### config.mk
export PLATFORM = sky130hd
export DESIGN_NAME = code_phase_rx
export DESIGN_NICKNAME = d
export VERILOG_FILES = /design/src/rtl/cpr_pkg.sv /design/src/rtl/cpr_phase_ref.sv /design/src/rtl/cpr_correlator.sv /design/src/rtl/cpr_or_decoder.sv /design/src/rtl/code_phase_rx.sv
export SDC_FILE = /design/constraint.sdc
export NUM_CORES = 1
export LEC_CHECK = 0
export BUFFER_PORTS_ARGS = -buffer_cell sky130_fd_sc_hd__buf_2
export CORE_ASPECT_RATIO = 2
export CORE_MARGIN = 8
export CORE_UTILIZATION = 35
export CTS_CLUSTER_DIAMETER = 50
export DETAILED_ROUTE_END_ITERATION = 6
export SLEW_MARGIN = 40
export SYNTH_ARGS = -nofsm -noshare
export SYNTH_HDL_FRONTEND = slang
export SYNTH_SLANG_ARGS = --single-unit
### constraint.sdc
create_clock -name clk -period 12.23 [get_ports clk]
set_input_delay 0.6115 -clock clk [delete_from_list [all_inputs] [get_ports clk]]
set_output_delay 0.6115 -clock clk [all_outputs]
set_load 0.02 [all_outputs]
### src/rtl/cpr_pkg.sv
package cpr_pkg;

  localparam int unsigned CHAN_BITS_DEF = 4;
  localparam int unsigned CODE_W_DEF    = 5;
  localparam int unsigned CODE_TAP_DEF  = 3;

  typedef struct packed {
    logic none;
    logic multi;
  } det_status_t;

  // One step of the right-shifting code generator: new MSB is s[0]^s[tap].
  function automatic logic [15:0] lfsr_advance(input logic [15:0] st,
                                               input int unsigned width,
                                               input int unsigned tap);
    logic        fb;
    logic [15:0] nx;
    fb = st[0] ^ st[tap];
    nx = st >> 1;
    nx[width-1] = fb;
    return nx;
  endfunction

endpackage

### src/rtl/cpr_phase_ref.sv
module cpr_phase_ref #(
  parameter int unsigned CHAN_BITS = cpr_pkg::CHAN_BITS_DEF,
  parameter int unsigned CODE_W    = cpr_pkg::CODE_W_DEF,
  parameter int unsigned CODE_TAP  = cpr_pkg::CODE_TAP_DEF
) (
  input  logic [CODE_W-1:0]         chip_pos,
  input  logic [CODE_W-1:0]         align_dly,
  output logic [(1<<CHAN_BITS)-1:0] ref_bits
);
  localparam int unsigned CODE_LEN = (1 << CODE_W) - 1;
  localparam int unsigned NUM_PH   = 1 << CHAN_BITS;
  localparam int unsigned STEP     = (CODE_LEN + 1) / NUM_PH;
  localparam int unsigned IDX_W    = CODE_W + 2;

  function automatic logic [CODE_LEN-1:0] build_code();
    logic [15:0]         st;
    logic [CODE_LEN-1:0] c;
    st = 16'd1;
    c  = '0;
    for (int j = 0; j < CODE_LEN; j++) begin
      c[j] = st[0];
      st   = cpr_pkg::lfsr_advance(st, CODE_W, CODE_TAP);
    end
    return c;
  endfunction

  localparam logic [CODE_LEN-1:0] CODE = build_code();

  // Complement of the effective delay; the all-ones delay folds to zero.
  logic [IDX_W-1:0] dly_comp;
  always_comb begin
    if (align_dly == CODE_W'(CODE_LEN)) dly_comp = IDX_W'(CODE_LEN);
    else                                dly_comp = IDX_W'(CODE_LEN) - IDX_W'(align_dly);
  end

  generate
    for (genvar m = 0; m < NUM_PH; m++) begin : g_phase
      localparam int unsigned SHIFT_COMP = CODE_LEN - STEP * m;
      logic [IDX_W-1:0]  raw;
      logic [CODE_W-1:0] idx;
      always_comb begin
        raw = IDX_W'(chip_pos) + IDX_W'(SHIFT_COMP) + dly_comp;
        if (raw >= IDX_W'(2 * CODE_LEN))  idx = CODE_W'(raw - IDX_W'(2 * CODE_LEN));
        else if (raw >= IDX_W'(CODE_LEN)) idx = CODE_W'(raw - IDX_W'(CODE_LEN));
        else                              idx = CODE_W'(raw);
      end
      assign ref_bits[m] = CODE[idx];
    end
  endgenerate

endmodule

### src/rtl/cpr_correlator.sv
module cpr_correlator #(
  parameter int unsigned ACC_W = cpr_pkg::CODE_W_DEF
) (
  input  logic             clk,
  input  logic             rst_n,
  input  logic             chip_en,
  input  logic             rx_chip,
  input  logic             ref_chip,
  input  logic             dump,
  input  logic [ACC_W-1:0] thresh,
  output logic             hit
);
  logic [ACC_W-1:0] acc;
  logic [ACC_W:0]   total;
  logic             agree;

  assign agree = ~(rx_chip ^ ref_chip);
  assign total = {1'b0, acc} + {{ACC_W{1'b0}}, agree};
  assign hit   = total > {1'b0, thresh};

  always_ff @(posedge clk) begin
    if (!rst_n)       acc <= '0;
    else if (chip_en) acc <= dump ? '0 : total[ACC_W-1:0];
  end

endmodule

### src/rtl/cpr_or_decoder.sv
module cpr_or_decoder #(
  parameter int unsigned CHAN_BITS = cpr_pkg::CHAN_BITS_DEF
) (
  input  logic [(1<<CHAN_BITS)-1:0] flags,
  output logic [CHAN_BITS-1:0]      bits,
  output cpr_pkg::det_status_t      status
);
  localparam int unsigned NUM_PH = 1 << CHAN_BITS;
  localparam int unsigned CNT_W  = $clog2(NUM_PH + 1);

  generate
    for (genvar k = 0; k < CHAN_BITS; k++) begin : g_chan
      logic or_acc;
      always_comb begin
        or_acc = 1'b0;
        for (int m = 0; m < NUM_PH; m++) begin
          if (((m >> k) & 1) == 1) or_acc = or_acc | flags[m];
        end
      end
      assign bits[k] = or_acc;
    end
  endgenerate

  logic [CNT_W-1:0] n_set;
  always_comb begin
    n_set = '0;
    for (int m = 0; m < NUM_PH; m++) n_set = n_set + CNT_W'(flags[m]);
  end

  assign status.none  = (n_set == '0);
  assign status.multi = (n_set > CNT_W'(1));

endmodule

### src/rtl/code_phase_rx.sv
module code_phase_rx #(
  parameter int unsigned CHAN_BITS = cpr_pkg::CHAN_BITS_DEF,
  parameter int unsigned CODE_W    = cpr_pkg::CODE_W_DEF,
  parameter int unsigned CODE_TAP  = cpr_pkg::CODE_TAP_DEF
) (
  input  logic                 clk,
  input  logic                 rst_n,
  input  logic                 chip_valid,
  input  logic                 rx_chip,
  input  logic [CODE_W-1:0]    align_dly,
  input  logic [CODE_W-1:0]    thresh,
  output logic                 sym_valid,
  output logic [CHAN_BITS-1:0] ch_bits,
  output logic                 no_detect,
  output logic                 multi_hit
);
  localparam int unsigned CODE_LEN = (1 << CODE_W) - 1;
  localparam int unsigned NUM_PH   = 1 << CHAN_BITS;

  logic [CODE_W-1:0]    chip_pos;
  logic                 last_chip;
  logic                 dump;
  logic [NUM_PH-1:0]    ref_bits;
  logic [NUM_PH-1:0]    hit_flags;
  logic [CHAN_BITS-1:0] dec_bits;
  cpr_pkg::det_status_t dec_status;

  assign last_chip = (chip_pos == CODE_W'(CODE_LEN - 1));
  assign dump      = chip_valid & last_chip;

  always_ff @(posedge clk) begin
    if (!rst_n)          chip_pos <= '0;
    else if (chip_valid) chip_pos <= last_chip ? '0 : chip_pos + CODE_W'(1);
  end

  cpr_phase_ref #(
    .CHAN_BITS(CHAN_BITS), .CODE_W(CODE_W), .CODE_TAP(CODE_TAP)
  ) u_phase_ref (
    .chip_pos (chip_pos),
    .align_dly(align_dly),
    .ref_bits (ref_bits)
  );

  generate
    for (genvar m = 0; m < NUM_PH; m++) begin : g_corr
      cpr_correlator #(.ACC_W(CODE_W)) u_corr (
        .clk     (clk),
        .rst_n   (rst_n),
        .chip_en (chip_valid),
        .rx_chip (rx_chip),
        .ref_chip(ref_bits[m]),
        .dump    (dump),
        .thresh  (thresh),
        .hit     (hit_flags[m])
      );
    end
  endgenerate

  cpr_or_decoder #(.CHAN_BITS(CHAN_BITS)) u_decoder (
    .flags (hit_flags),
    .bits  (dec_bits),
    .status(dec_status)
  );

  always_ff @(posedge clk) begin
    if (!rst_n) begin
      sym_valid <= 1'b0;
      ch_bits   <= '0;
      no_detect <= 1'b0;
      multi_hit <= 1'b0;
    end else begin
      sym_valid <= dump;
      if (dump) begin
        ch_bits   <= dec_bits;
        no_detect <= dec_status.none;
        multi_hit <= dec_status.multi;
      end
    end
  end

endmodule

* After elaboration in Yosys (flattened, before gate mapping)
Memory sizes are Yosys's and may differ from the RTL's.
Cells that the tools add are included.
** Storage, ports and cells
- Bits in registers :: 92
- Bits in read-only memories :: 512
- Bits of input ports :: 14
- Output and inout bits :: 7
- Memories :: 16
** Memory list
- (no name shown) :: words 32, bits a word 1, rd ports 1, clocked after Yosys merged registers in 0, write ports 0, RTL line cpr_phase_ref.sv:47 : assign ref_bits[m] = CODE[idx];
- (no name shown) :: words 32, bits a word 1, rd ports 1, clocked after Yosys merged registers in 0, write ports 0, RTL line cpr_phase_ref.sv:47
- (no name shown) :: words 32, bits a word 1, rd ports 1, clocked after Yosys merged registers in 0, write ports 0, RTL line cpr_phase_ref.sv:47
- (no name shown) :: words 32, bits a word 1, rd ports 1, clocked after Yosys merged registers in 0, write ports 0, RTL line cpr_phase_ref.sv:47
- (no name shown) :: words 32, bits a word 1, rd ports 1, clocked after Yosys merged registers in 0, write ports 0, RTL line cpr_phase_ref.sv:47
- (no name shown) :: words 32, bits a word 1, rd ports 1, clocked after Yosys merged registers in 0, write ports 0, RTL line cpr_phase_ref.sv:47
- +10 memories
** Cells by class
- Add/sub/neg operators :: 97
- Order comparisons :: 65
- Equality and inequality tests :: 2
- Multiplexer cells :: 66
- Bitwise logic cells :: 61
- Reduce and logical (&&, ||, !) cells :: 1
** Operators with widths (number)
- 2-to-1 mux 5 bit :: 49
- subtractor 5 bit, second input constant :: 32
- adder 6 x 7 -> 7 bit :: 16
- greater-or-equal comparator 7 x 5 -> 1 bit, second input constant :: 16
- greater-or-equal comparator 7 x 6 -> 1 bit, second input constant :: 16
- adder 5 x 1 -> 6 bit :: 16
- > comparator 6 x 5 -> 1 bit :: 16
- less-than comparator 5 x 6 -> 1 bit, second input constant :: 16
- adder 5 x 1 -> 5 bit :: 14
- adder 5 x 5 -> 6 bit, second input constant :: 8
- OR 1 bit :: 28
- adder 5 x 4 -> 6 bit, second input constant :: 4
- 2-to-1 mux 1 bit :: 16
- inverter 1 bit :: 16
- bitwise XOR 1 bit :: 16
- adder 5 x 3 -> 6 bit, second input constant :: 2
- equality test 5 bit, second input constant :: 2
- 2-to-1 mux 7 bit :: 1
- adder 5 x 1 -> 6 bit, second input constant :: 1
- adder 5 x 2 -> 6 bit, second input constant :: 1
- subtractor 5 x 5 -> 6 bit, first input constant :: 1
- adder 5 x 1 -> 5 bit, second input constant :: 1
- > comparator 5 x 1 -> 1 bit, second input constant :: 1
- zero test 5 bit :: 1
- 2 further kinds :: 2

* Longest topological paths before layout
Gate-level depths: netlist (run 1).
- Depth in word-level cells :: 28
- Depth in mapped cells :: 51
- Gate-level depth less buffers :: 49

* Modules after synthesis
From an unflattened synthesis (run 1), not the netlist that was laid out.
** Second synthesis, totals
- Cell total of the unflattened synthesis :: 2041
- Area total of the unflattened synthesis :: 15090.7 um^2
** By module, submodules not included
- cpr_phase_ref :: times used 1, cells an instance 1116, area an instance 7372.1 um^2
- cpr_correlator at g_corr[0].u_corr ... :: times used 15, cells an instance 51, area an instance 416.6 um^2
- cpr_or_decoder :: times used 1, cells an instance 68, area an instance 571.8 um^2
- code_phase_rx :: times used 1, cells an instance 42, area an instance 466.7 um^2
- cpr_correlator at g_corr[9].u_corr :: times used 1, cells an instance 50, area an instance 430.4 um^2

* Worst setup path before layout (run 1)
No wires, ideal clock.
- Path type :: input -> register
- Start :: input align_dly[0]
- End :: register no_detect
- Arrival :: 10960 ps
- Required time :: 12115 ps
- Path slack :: 1155 ps
- Stages on the path :: 48
- Buffers on the path :: 6
- Cells stage by stage :: nand4_1 -> inv_1 -> nand2_1 -> and2_1 -> ha_1 -> clkbuf_1 -> inv_1 -> clkbuf_1 -> buf_1 -> clkbuf_1 -> ha_1 -> clkbuf_1 -> and2_0 -> o21ai_0 -> o21ai_0 -> and3_1 -> clkbuf_1 -> nand2_1 -> [... 12 more ...] -> o21a_1 -> o21ai_0 -> nand2b_1 -> a32o_1 -> ha_1 -> inv_1 -> fa_1 -> fa_1 -> fa_1 -> inv_1 -> fa_1 -> fa_1 -> fa_1 -> and3_1 -> o21ai_0 -> nor3_1 -> a21oi_1 -> nor2b_1
** On the way
- Longest elaborated chain between the ends :: 28
- Elaborated cells on any way between the ends :: 227
- Classes of those cells :: add/sub (80); order compare (48); eq/ne (1); mux (49); bitwise (32); reduce/logical (1); memory (16)
** RTL lines
- start: declaration :: RTL line code_phase_rx.sv:10 : input logic [CODE_W-1:0] align_dly,
- subtractor 5 x 5 -> 6 bit / equality test 5 bit (equally long branches) :: RTL line cpr_phase_ref.sv:33, cpr_phase_ref.sv:32
- 2-to-1 mux 7 bit (*) :: RTL line cpr_phase_ref.sv:32 : if (align_dly == CODE_W'(CODE_LEN)) dly_comp = IDX_W'(CODE_LEN);
- adder 6 x 7 -> 7 bit :: RTL line cpr_phase_ref.sv:42 : raw = IDX_W'(chip_pos) + IDX_W'(SHIFT_COMP) + dly_comp;
- greater-or-equal comparator 7 x 5 -> 1 bit / subtractor 5 bit (equally long branches) :: RTL line cpr_phase_ref.sv:44 : else if (raw >= IDX_W'(CODE_LEN)) idx = CODE_W'(raw - IDX_W'(CODE_LEN));
- 2-to-1 mux 5 bit :: RTL line cpr_phase_ref.sv:44
- 2-to-1 mux 5 bit :: RTL line cpr_phase_ref.sv:43 : if (raw >= IDX_W'(2 * CODE_LEN)) idx = CODE_W'(raw - IDX_W'(2 * CODE_LEN));
- memory read (32 x 1 bit)
- 2-to-1 mux 1 bit (implied by the code) :: RTL line cpr_phase_ref.sv:47
- bitwise XOR 1 bit :: RTL line cpr_correlator.sv:17 : assign agree = ~(rx_chip ^ ref_chip);
- inverter 1 bit :: RTL line cpr_correlator.sv:17
- adder 5 x 1 -> 6 bit :: RTL line cpr_correlator.sv:18 : assign total = {1'b0, acc} + {{ACC_W{1'b0}}, agree};
- > comparator 6 x 5 -> 1 bit :: RTL line cpr_correlator.sv:19 : assign hit = total > {1'b0, thresh};
- adder 1 x 1 -> 2 bit :: RTL line cpr_or_decoder.sv:27 : for (int m = 0; m < NUM_PH; m++) n_set = n_set + CNT_W'(flags[m]);
- adder 5 x 1 -> 5 bit (13 in a row) :: RTL line cpr_or_decoder.sv:27
- adder 5 x 1 -> 5 bit (*) :: RTL line cpr_or_decoder.sv:27
- zero test 5 bit (*) :: RTL line cpr_or_decoder.sv:30 : assign status.none = (n_set == '0);
- end signal: assignment :: RTL line code_phase_rx.sv:75 : no_detect <= dec_status.none;
- end: declaration :: RTL line code_phase_rx.sv:14 : output logic no_detect,
Every way passes the cells marked *; elsewhere a longest branch is shown, timed or not. The select of a mux whose other input is x is not followed.
A chain may end at the register's enable or synchronous reset.

* Worst setup path in the final report (run 1)
Ends and elaborated chain as after synthesis.

==> results of run 1 <==
==> state kept, by name (all words and copies together) (netlist names) <==
register	count
g_corr.u_corr.acc	80
chip_pos	5
ch_bits	4
multi_hit	1
no_detect	1
sym_valid	1
==> placed cells by master (no fill, tap or decap), drive strengths merged, types with 8 or more instances in the layout <==
cell and count:
ha 183, inv 133, o21ai 129, a21oi 119, nand3 116, nand2 116
xnor2 104, dfxtp 92, nor2 89, nand2b 86, buf 68, mux2i 62
nor2b 61, a21boi 58, nor3 45, o21a 38, and3 36, a31oi 34
xor2 34, nor3b 29, a21o 24, nor4 24, a211oi 21, fa 18
o211ai 16, o22ai 16, or3 12, nand4 12, and2 12, o31ai 11
clkbuf 10, a32oi 9, a221oi 9, a22oi 9, o221ai 8
==> worst paths after layout <==
check	startpoint	endpoint	slack (ps)	depth (start not counted)
setup / recovery	align_dly[0]	no_detect$_SDFFE_PN0P_	900	47
hold / removal	g_corr[1].u_corr.acc[0]$_SDFFE_PN0P_	g_corr[1].u_corr.acc[0]$_SDFFE_PN0P_	490	2
setup reg to reg	chip_pos[2]$_SDFFE_PN0P_	no_detect$_SDFFE_PN0P_	1060	42
hold reg to reg	g_corr[1].u_corr.acc[0]$_SDFFE_PN0P_	g_corr[1].u_corr.acc[0]$_SDFFE_PN0P_	490	2
==> layer usage <==
metal,share of wire,wire (um),track usage
met1,0.36,18000,0.189
met5,0,0,0
met2,0.53,26900,0.372
met4,0.062,3140,0.127
met3,0.048,2410,0.0234
==> power by group <==
group | switching [mW] | leakage [nW] | internal, mW
logic | 1.02 | 6.14 | 0.732
clock network | 0.137 | 0.136 | 0.160
registers | 0.0226 | 0.745 | 0.334
total | 1.18 | 7.02 | 1.23
==> metrics by stage <==
step                 util  hold slack (ps)
floorplan               -              459
finish              0.377              487
global placement    0.369              470
global route        0.377              505
CTS                 0.376              492
detailed placement  0.370              480
==> worst min-delay path, stage by stage (launching register included) <==
cell      delay (ps)
dfxtp_1          310
nand2b_1          60
a21boi_0          60
==> cells by family after synthesis <==
logic type / share of synthesized area
simple gates: 0.236
compound gates: 0.266
buf+inv: 0.0645
fa+ha+maj: 0.175
xor+xnor: 0.0851
flops: 0.120
mux: 0.0524
==> cell type report <==
class | count | area (um2)
clock inverter | 6 | 70.1
multi-input combinational | 1673 | 12500
sequential | 92 | 1840
tap | 550 | 688
inverter | 135 | 507
clock buffer | 10 | 229
timing repair buffer | 68 | 467
fill | 4568 | 27000
==> impl_metrics.sql, run 1 <==
INSERT INTO impl_metrics (metric_group, metric, value, unit) VALUES
('status', 'result_of_the_run', 'finished clean', ''),
('clock_tree', 'clock_insertion_delay_worst_skew', '370', 'ps'),
('route', 'first_iter_violations', '797', ''),
('global_route', 'pin_count_of_the_biggest_net_entering_global_routing', '91', ''),
('clock_tree', 'ctsResizeCount', '0', ''),
('placement', 'post_dp_area', '0.0160', 'mm2'),
('sta', 'fin_ws', '896', 'ps'),
('final_layout', 'stdcell_area', '0.0163', 'mm2'),
('sta', 'final_hold_viol_count', '0', ''),
('route', 'detailed_route_wl', '50500', 'um'),
('logic_synthesis', 'top_cell_type_s_share_of_synthesized_area', '0.150', ''),
('logic_synthesis', 'flip_flop_cell_with_the_highest_count_after_synthesis', 'dfxtp_1', ''),
('final_layout', 'nets', '2194', ''),
('final_layout', 'n_antenna_cell', '0', ''),
('floorplan', 'io-pin-count', '21', ''),
('global_route', 'antenna_found_initial', '0', ''),
('worst_setup_path', 'start_kind', 'primary input', ''),
('worst_setup_path', 'slowest_stage', 'fa_1', ''),
('worst_setup_path', 'setup.worst_path.class', 'primary input to flip-flop', ''),
('sta', 'finalSetupViolations', '0', ''),
('placement', 'worst_slack_after_detailed_placement', '587', 'ps'),
('placement', 'portBuffers', '20', ''),
('final_layout', 'area_growth', '6.43', '%'),
('pwr', 'pwr_density_cell', '148', 'mW/mm2'),
('sta', 'period_needed', '11330', 'ps'),
('logic_synthesis', 'synth_edf_count', '0', ''),
('route', 'vias_per_cell', '5.96', ''),
('floorplan', 'floorplan.die.height', '312', 'um'),
('logic_synthesis', 'yosysTopAreaCell', 'ha_1', ''),
('clock_tree', 'clk_transition_reported_paths', '70', 'ps'),
('sta', 'worst_slew_pin_slew', '871', 'ps'),
('clock_tree', 'clock_tree.buffer_depth', '2', ''),
('floorplan', 'fp.dieW', '164', 'um'),
('clock_tree', 'numCtsBuffers', '9', ''),
('logic_synthesis', 'postSynth.asyncResetShare', '0', ''),
('global_route', 'via_count_of_the_first_global_routing_pass', '15000', ''),
('route', 'drt.antenna.violating_nets', '0', ''),
('route', 'drcViolationCount', '0', ''),
('logic_synthesis', 'netlist_area', '0.0153', 'mm2'),
('clock_tree', 'cts.hold.buffers_added', '0', ''),
('floorplan', 'std_cell_rows', '108', ''),
('sta', 'maxSlewHeadroom', '0.419', ''),
('sta', 'fmaxAchievable', '88.2', 'MHz'),
('worst_setup_path', 'worst_path_most_repeated_cell', 'fa_1', ''),
('logic_synthesis', 'ys_warn_count', '0', ''),
('floorplan', 'core_region_area', '0.0432', 'mm2'),
('global_route', 'grt_usage', '0.194', ''),
('job', 'max_cap_violations', '0', ''),
('clock_tree', 'numClockSinks', '92', ''),
('logic_synthesis', 'share_of_synthesized_area_occupied_by_flip_flops_and_latches', '0.120', ''),
('route', 'drt-pass1-iter-count', '5', ''),
('sta', 'rsz0062_at_grt', 'false', ''),
('sta', 'finClkSkew', '15.2', 'ps'),
('sta', 'min_period_over_period', '0.927', ''),
('placement', 'dpl.cell_count', '2518', ''),
('pwr', 'total_leakage_power', '7.02', 'nW'),
('worst_setup_path', 'critical_path.max_fanout', '11', ''),
('worst_setup_path', 'cpLargestDelayFamily', 'adder cells', ''),
('logic_synthesis', 'postSynthCellCount', '2013', ''),
('placement', 'dp_hpwl', '38000', 'um'),
('floorplan', 'dieArea', '0.0511', 'mm2'),
('pwr', 'totalPowerFinal', '2.40', 'mW'),
('final_layout', 'share_of_post_route_cells_with_drive_strength_above_1', '0.0781', ''),
('logic_synthesis', 'ys_top_cells_by_count', '183 x ha_1, 130 x inv_1, 120 x o21ai_0', ''),
('worst_setup_path', 'cp_data_arrival_time', '11590', 'ps'),
('final_layout', 'finish.cell_count_without_fillers', '2534', ''),
('clock_tree', 'cts_tree', 'yes', ''),
('clock_tree', 'h-tree-depth', '3', ''),
('pwr', 'ir_drop', '0.0673', 'mV'),
('floorplan', 'start_util', '0.354', ''),
('logic_synthesis', 'count_of_different_cell_masters_after_synthesis', '117', '');
(Power assumes the default switching activity.)
==> run 2: changes to the inputs <==
- CORE_UTILIZATION: 35 -> 65
- PLACE_DENSITY: not set -> 0.82
- SLEW_MARGIN: 40 -> 30
- TNS_END_PERCENT: not set -> 100
==> run 2 against run 1 <==
Against the previous run:
- design area decreased by 2.7%
- utilization is 31 points higher
- flip-flop and latch count stayed put
- non-clock buffer count is 11 lower
- sequential share of layout area is 0.31 points higher
- final cell count is 11% lower
- register-to-register slack worse by 40 ps
- die area decreased by 43%
- clock skew fell by 7.9 ps
- via count up 2.7%
==> impl_metrics.sql, run 2 (synthesized netlist as in run 1, its figures left out) <==
INSERT INTO impl_metrics (metric_group, metric, value, unit) VALUES
('final_layout', 'mostFrequentLayoutCell', 'ha_1', ''),
('clock_tree', 'root_buffer_cell', 'clkbuf_16', ''),
('pwr', 'pwr_density_cell', '152', 'mW/mm2'),
('global_route', 'via_count_of_the_first_global_routing_pass', '15900', ''),
('final_layout', 'fill_cells', '2006', ''),
('placement', 'dp_hpwl', '36800', 'um'),
('final_layout', 'largest_registers', 'g_corr.u_corr.acc: 80 flops, chip_pos: 5 flops, ch_bits: 4 flops', ''),
('worst_setup_path', 'worst_reg_to_reg_path_cell_count', '39', ''),
('sta', 'final_hold_viol_count', '0', ''),
('clock_tree', 'clock_tree.buffer_depth', '2', ''),
('worst_setup_path', 'start_kind', 'primary input', ''),
('worst_setup_path', 'cp_data_arrival_time', '11700', 'ps'),
('pwr', 'power_frac_comb', '0.737', ''),
('clock_tree', 'h-tree-depth', '3', ''),
('worst_setup_path', 'flop_to_flop_setup_slack', '1020', 'ps'),
('sta', 'rsz0062_at_grt', 'false', ''),
('pwr', 'power_switching', '1.19', 'mW'),
('global_route', 'grt_pass1_wl', '78300', 'um'),
('route', 'routedWlPerCell', '21.8', 'um'),
('final_layout', 'share_of_post_route_cells_with_drive_strength_above_1', '0.0725', ''),
('placement', 'final_replace_weighted_congestion', '1.02', ''),
('sta', 'fin_setup_tns', '0', 'ps'),
('sta', 'min_period_over_period', '0.933', ''),
('floorplan', 'core_region_area', '0.0232', 'mm2'),
('worst_setup_path', 'slowest_stage', 'xor2_1', ''),
('global_route', 'grt_usage', '0.330', ''),
('worst_setup_path', 'setup.worst_path.class', 'primary input to flip-flop', ''),
('floorplan', 'start_util', '0.659', ''),
('clock_tree', 'cts.hold.buffers_added', '0', ''),
('sta', 'maxSlewViolCount', '0', ''),
('route', 'drcViolationCount', '0', ''),
('clock_tree', 'numCtsBuffers', '9', ''),
('sta', 'fmaxAchievable', '87.7', 'MHz'),
('worst_setup_path', 'r2r-start', 'chip_pos[2]$_SDFFE_PN0P_', ''),
('sta', 'whs', '489', 'ps'),
('job', 'max_cap_violations', '0', ''),
('pwr', 'internal-power', '1.21', 'mW'),
('worst_setup_path', 'cp-end-kind', 'flip-flop', ''),
('clock_tree', 'ctsResizeCount', '0', ''),
('global_route', 'grt_overflow_total', '0', ''),
('pwr', 'total_leakage_power', '6.97', 'nW'),
('sta', 'maxSlewHeadroom', '0.357', ''),
('placement', 'portBuffers', '20', ''),
('floorplan', 'fp.dieW', '124', 'um'),
('status', 'result_of_the_run', 'finished clean', ''),
('final_layout', 'largest_register_ffs', '80', ''),
('clock_tree', 'numClockSinks', '92', ''),
('worst_setup_path', 'critical_path.reg2reg.endpoint', 'no_detect$_SDFFE_PN0P_', ''),
('pwr', 'p_sw_frac', '0.496', ''),
('floorplan', 'std_cell_rows', '79', ''),
('min_path', 'worst_hold_path_type', 'flip-flop to flip-flop', ''),
('route', 'drt-pass1-iter-count', '6', ''),
('sta', 'period_needed', '11400', 'ps'),
('min_path', 'worst_hold_path.num_cells', '2', ''),
('worst_setup_path', 'worst_path_most_repeated_cell', 'fa_1', ''),
('route', 'vias_per_cell', '6.88', ''),
('pwr', 'ir_drop', '0.138', 'mV'),
('worst_setup_path', 'critical_path.max_fanout', '11', ''),
('pwr', 'power.share.sequential', '0.149', ''),
('sta', 'finClkSkew', '7.29', 'ps'),
('final_layout', 'area_growth', '3.60', '%'),
('worst_setup_path', 'max_incr_delay_on_cp', '810', 'ps'),
('clock_tree', 'cts_tree', 'yes', ''),
('clock_tree', 'clock_insertion_delay_worst_skew', '360', 'ps'),
('final_layout', 'mostFrequentLayoutCells', '183 x ha_1, 130 x inv_1, 120 x o21ai_0', ''),
('floorplan', 'floorplan.die.height', '233', 'um'),
('sta', 'finalSetupViolations', '0', ''),
('min_path', 'hold_path_startpoint', 'g_corr[3].u_corr.acc[0]$_SDFFE_PN0P_', ''),
('clock_tree', 'cts_setup_buffers', '0', ''),
('worst_setup_path', 'worst_ep_required_time', '12520', 'ps'),
('route', 'drt.antenna.violating_nets', '0', ''),
('floorplan', 'dieArea', '0.0290', 'mm2'),
('clock_tree', 'clk_transition_reported_paths', '70', 'ps'),
('floorplan', 'io-pin-count', '21', ''),
('global_route', 'antenna_found_initial', '1', ''),
('min_path', 'holdPathEnd', 'g_corr[3].u_corr.acc[0]$_SDFFE_PN0P_', ''),
('final_layout', 'n_antenna_cell', '0', ''),
('route', 'first_iter_violations', '1181', ''),
('route', 'via_count', '15500', ''),
('route', 'detailed_route_wl', '49200', 'um'),
('final_layout', 'nets', '2183', ''),
('pwr', 'pwr-share-clk', '0.114', ''),
('global_route', 'pin_count_of_the_biggest_net_entering_global_routing', '91', ''),
('sta', 'worst_slew_pin_slew', '963', 'ps'),
('final_layout', 'largest_register_by_flop_count', 'g_corr.u_corr.acc', '');
-- run 2: changes by cell type in the layout (fill, tap and decap cells not counted), moves of 2 or more --
cell,delta
inv_6,-2
clkinv_4,+2
clkinvlp_4,-2
buf_4,-10
clkinv_2,+3
-- run 2: worst max path at each step --
stage                 start                     end  slack, ps  cells past startpoint
2_1_floorplan  align_dly[0]  no_detect$_SDFFE_PN0P_       1150                     48
3_3_place_gp   align_dly[0]  no_detect$_SDFFE_PN0P_        810                     44
3_5_place_dp   align_dly[1]  no_detect$_SDFFE_PN0P_        610                     45
4_1_cts        align_dly[1]  no_detect$_SDFFE_PN0P_        940                     44
5_1_grt        align_dly[0]  no_detect$_SDFFE_PN0P_        140                     44
6_report       align_dly[1]  no_detect$_SDFFE_PN0P_        830                     44
-- run 2: per-stage QoR --
step | std cells | cell area (um2) | util | power [mW] | setup slack (ps)
4_1_cts | 2256 | 15800 | 0.682 | 2.37 | 938
5_1_grt | 2256 | 15800 | 0.682 | 2.59 | 138
2_1_floorplan | 2013 | 15300 | - | 1.66 | 1150
3_3_place_gp | 2240 | 15600 | 0.670 | 2.01 | 807
3_5_place_dp | 2240 | 15600 | 0.670 | 2.09 | 613
6_report | 2256 | 15800 | 0.682 | 2.40 | 825
-- run 2: cell type report --
class / instances / area [um2] / share of cell area
clock buffers: 10 / 239 / 0.0151
clock inverters: 6 / 40.0 / 0.00253
inverters: 135 / 507 / 0.0320
multi-input cells: 1673 / 12500 / 0.788
flip-flops and latches: 92 / 1840 / 0.116
well taps: 283 / 354 / 0.0223
repair buffers: 57 / 380 / 0.0240
-- run 2: layer usage --
metal / part of all wire / wire [um] / vias to the layer above / track usage
met1: 0.34 / 16500 / 7351 / 0.292
met2: 0.52 / 25600 / 642 / 0.623
li1: - / - / 7239 / -
met4: 0.085 / 4180 / 0 / 0.303
met5: 0 / 0 / - / 0
met3: 0.059 / 2920 / 278 / 0.0570
-- run 2: worst max-delay path: cells and delay by family --
family	cells	cell delay (ps)
fa+ha+maj	13	5640
compound gates	11	2140
simple gates	10	1440
xor+xnor	3	1090
buf+inv	6	600
mux	1	180
-- run 2: power groups by stage --
stage	combinational, mW	sequential [mW]	clock (mW)
2_1_floorplan	1.31	0.358	0
3_3_place_gp	1.65	0.362	0
3_5_place_dp	1.72	0.365	0
4_1_cts	1.74	0.358	0.276
5_1_grt	1.95	0.363	0.285
6_report	1.77	0.358	0.273
==> run 3: changes to the inputs <==
- PLACE_DENSITY: 0.82 -> 0.78
==> run 3 against run 2 <==
Against the previous run:
- design area hardly changed
- flip-flop and latch count unchanged
- clock power grew 5%
- worst setup slack worse by 60 ps
- utilization grew 0.059 points
- clock skew grew 1.1 ps
- critical path depth up 4
- total power is 0.64% higher
- clock-buffer cell count did not move
==> impl_metrics.sql, run 3 (synthesized netlist as in run 1, its figures left out) <==
INSERT INTO impl_metrics (metric_group, metric, value, unit) VALUES
('clock_tree', 'clock_insertion_delay_worst_skew', '360', 'ps'),
('floorplan', 'dieArea', '0.0290', 'mm2'),
('clock_tree', 'numClockSinks', '92', ''),
('pwr', 'ir_drop', '0.129', 'mV'),
('placement', 'worst_slack_after_detailed_placement', '547', 'ps'),
('final_layout', 'mostFrequentLayoutCell', 'ha_1', ''),
('route', 'first_iter_violations', '991', ''),
('route', 'drcViolationCount', '0', ''),
('floorplan', 'io-pin-count', '21', ''),
('clock_tree', 'ctsResizeCount', '0', ''),
('global_route', 'via_count_of_the_first_global_routing_pass', '15400', ''),
('global_route', 'grt_pass1_wl', '78800', 'um'),
('final_layout', 'area_growth', '3.69', '%'),
('clock_tree', 'root_buffer_cell', 'clkbuf_16', ''),
('clock_tree', 'h-tree-depth', '3', ''),
('worst_setup_path', 'cp-end-kind', 'flip-flop', ''),
('placement', 'portBuffers', '20', ''),
('clock_tree', 'cts_tree', 'yes', ''),
('status', 'result_of_the_run', 'finished clean', ''),
('min_path', 'worst_hold_path_type', 'flip-flop to flip-flop', ''),
('route', 'via_count', '15300', ''),
('worst_setup_path', 'start_kind', 'primary input', ''),
('worst_setup_path', 'critical_path.max_fanout', '11', ''),
('final_layout', 'largest_register_ffs', '80', ''),
('floorplan', 'floorplan.die.height', '233', 'um'),
('worst_setup_path', 'critical_path.reg2reg.endpoint', 'no_detect$_SDFFE_PN0P_', ''),
('final_layout', 'largest_register_by_flop_count', 'g_corr.u_corr.acc', ''),
('final_layout', 'mostFrequentLayoutCells', '183 x ha_1, 130 x inv_1, 120 x o21ai_0', ''),
('pwr', 'total_leakage_power', '6.98', 'nW'),
('worst_setup_path', 'slowest_stage', 'fa_1', ''),
('final_layout', 'final_util', '0.683', ''),
('worst_setup_path', 'cp_data_arrival_time', '11720', 'ps'),
('floorplan', 'std_cell_rows', '79', ''),
('global_route', 'pin_count_of_the_biggest_net_entering_global_routing', '91', ''),
('min_path', 'hold_path_startpoint', 'g_corr[2].u_corr.acc[0]$_SDFFE_PN0P_', ''),
('job', 'max_cap_violations', '0', ''),
('final_layout', 'n_antenna_cell', '0', ''),
('worst_setup_path', 'worst_ep_required_time', '12480', 'ps'),
('min_path', 'worst_hold_path.num_cells', '2', ''),
('sta', 'whs', '488', 'ps'),
('placement', 'dp_hpwl', '36900', 'um'),
('global_route', 'antenna_found_initial', '0', ''),
('final_layout', 'share_of_post_route_cells_with_drive_strength_above_1', '0.0729', ''),
('sta', 'maxSlewViolCount', '0', ''),
('sta', 'finClkSkew', '8.44', 'ps'),
('clock_tree', 'cts_setup_buffers', '0', ''),
('global_route', 'grt_overflow_total', '0', ''),
('sta', 'rsz0062_at_grt', 'false', ''),
('final_layout', 'largest_registers', 'g_corr.u_corr.acc: 80 flops, chip_pos: 5 flops, ch_bits: 4 flops', ''),
('final_layout', 'nets', '2184', ''),
('sta', 'final_hold_viol_count', '0', ''),
('floorplan', 'start_util', '0.659', ''),
('floorplan', 'fp.dieW', '124', 'um'),
('clock_tree', 'cts.hold.buffers_added', '0', ''),
('sta', 'period_needed', '11460', 'ps'),
('sta', 'fin_setup_tns', '0', 'ps'),
('placement', 'final_replace_weighted_congestion', '1.01', ''),
('worst_setup_path', 'setup.worst_path.class', 'primary input to flip-flop', ''),
('sta', 'maxSlewHeadroom', '0.391', ''),
('worst_setup_path', 'r2r-start', 'chip_pos[2]$_SDFFE_PN0P_', ''),
('route', 'detailed_route_wl', '49500', 'um'),
('worst_setup_path', 'worstPathBufferInverterCount', '12', ''),
('clock_tree', 'clock_tree.buffer_depth', '2', ''),
('route', 'vias_per_cell', '6.78', ''),
('floorplan', 'core_region_area', '0.0232', 'mm2'),
('clock_tree', 'clk_transition_reported_paths', '70', 'ps'),
('sta', 'finalSetupViolations', '0', ''),
('route', 'drt-pass1-iter-count', '5', ''),
('sta', 'fin_ws', '765', 'ps'),
('clock_tree', 'numCtsBuffers', '9', ''),
('worst_setup_path', 'flop_to_flop_setup_slack', '950', 'ps'),
('worst_setup_path', 'cpLargestDelayFamily', 'adder cells', ''),
('sta', 'worst_slew_pin_slew', '913', 'ps'),
('route', 'routedWlPerCell', '21.9', 'um'),
('sta', 'min_period_over_period', '0.937', ''),
('global_route', 'grt_usage', '0.336', ''),
('pwr', 'pwr_density_cell', '152', 'mW/mm2'),
('worst_setup_path', 'worst_path_most_repeated_cell', 'inv_1', ''),
('worst_setup_path', 'worst_reg_to_reg_path_cell_count', '43', ''),
('worst_setup_path', 'max_incr_delay_on_cp', '650', 'ps'),
('min_path', 'holdPathEnd', 'g_corr[2].u_corr.acc[0]$_SDFFE_PN0P_', ''),
('sta', 'fmaxAchievable', '87.2', 'MHz'),
('route', 'drt.antenna.violating_nets', '0', '');
[run 3: per-stage QoR]
step,power [mW],instances,instance area [um2]
floorplan,1.66,2013,15300
global placement,2.03,2241,15600
detailed placement,2.09,2241,15600
CTS,2.39,2257,15900
global route,2.62,2257,15900
finish,2.42,2257,15900
[run 3: cell type report]
class,instances,area (um2)
clock inverters,6,62.6
inverters,135,507
fillers,2024,7370
flip-flops and latches,92,1840
clock buffers,10,229
well taps,283,354
repair buffers,58,388
multi-input cells,1673,12500
[run 3: per-layer routing]
metal	wire, um	GRT usage	up-vias
li1	-	-	7242
met1	16500	0.300	7286
met2	26100	0.642	529
met3	2460	0.0492	246
met4	4400	0.296	0
met5	0	0	-
[run 3: report_power, final]
part / internal, mW / leakage (nW) / switching [mW] / total, mW
Sequential: 0.335 / 0.745 / 0.0224 / 0.357
Clock: 0.159 / 0.147 / 0.128 / 0.287
Combinational: 0.731 / 6.09 / 1.04 / 1.77
Total: 1.22 / 6.98 / 1.19 / 2.42
[run 3: worst max-delay path by stage]
stage / startpoint / cells past startpoint / slack (ps) / end
floorplan: align_dly[0] / 48 / 1150 / no_detect$_SDFFE_PN0P_
global placement: align_dly[0] / 46 / 730 / no_detect$_SDFFE_PN0P_
detailed placement: align_dly[0] / 46 / 550 / no_detect$_SDFFE_PN0P_
CTS: align_dly[0] / 46 / 820 / no_detect$_SDFFE_PN0P_
global route: align_dly[0] / 47 / 130 / no_detect$_SDFFE_PN0P_
finish: align_dly[0] / 48 / 770 / no_detect$_SDFFE_PN0P_
[run 3: worst min-delay path, cell delays in order, from the launching register on]
cell	delay [ps]
dfxtp_1	310
nand2b_1	60
a21boi_0	60
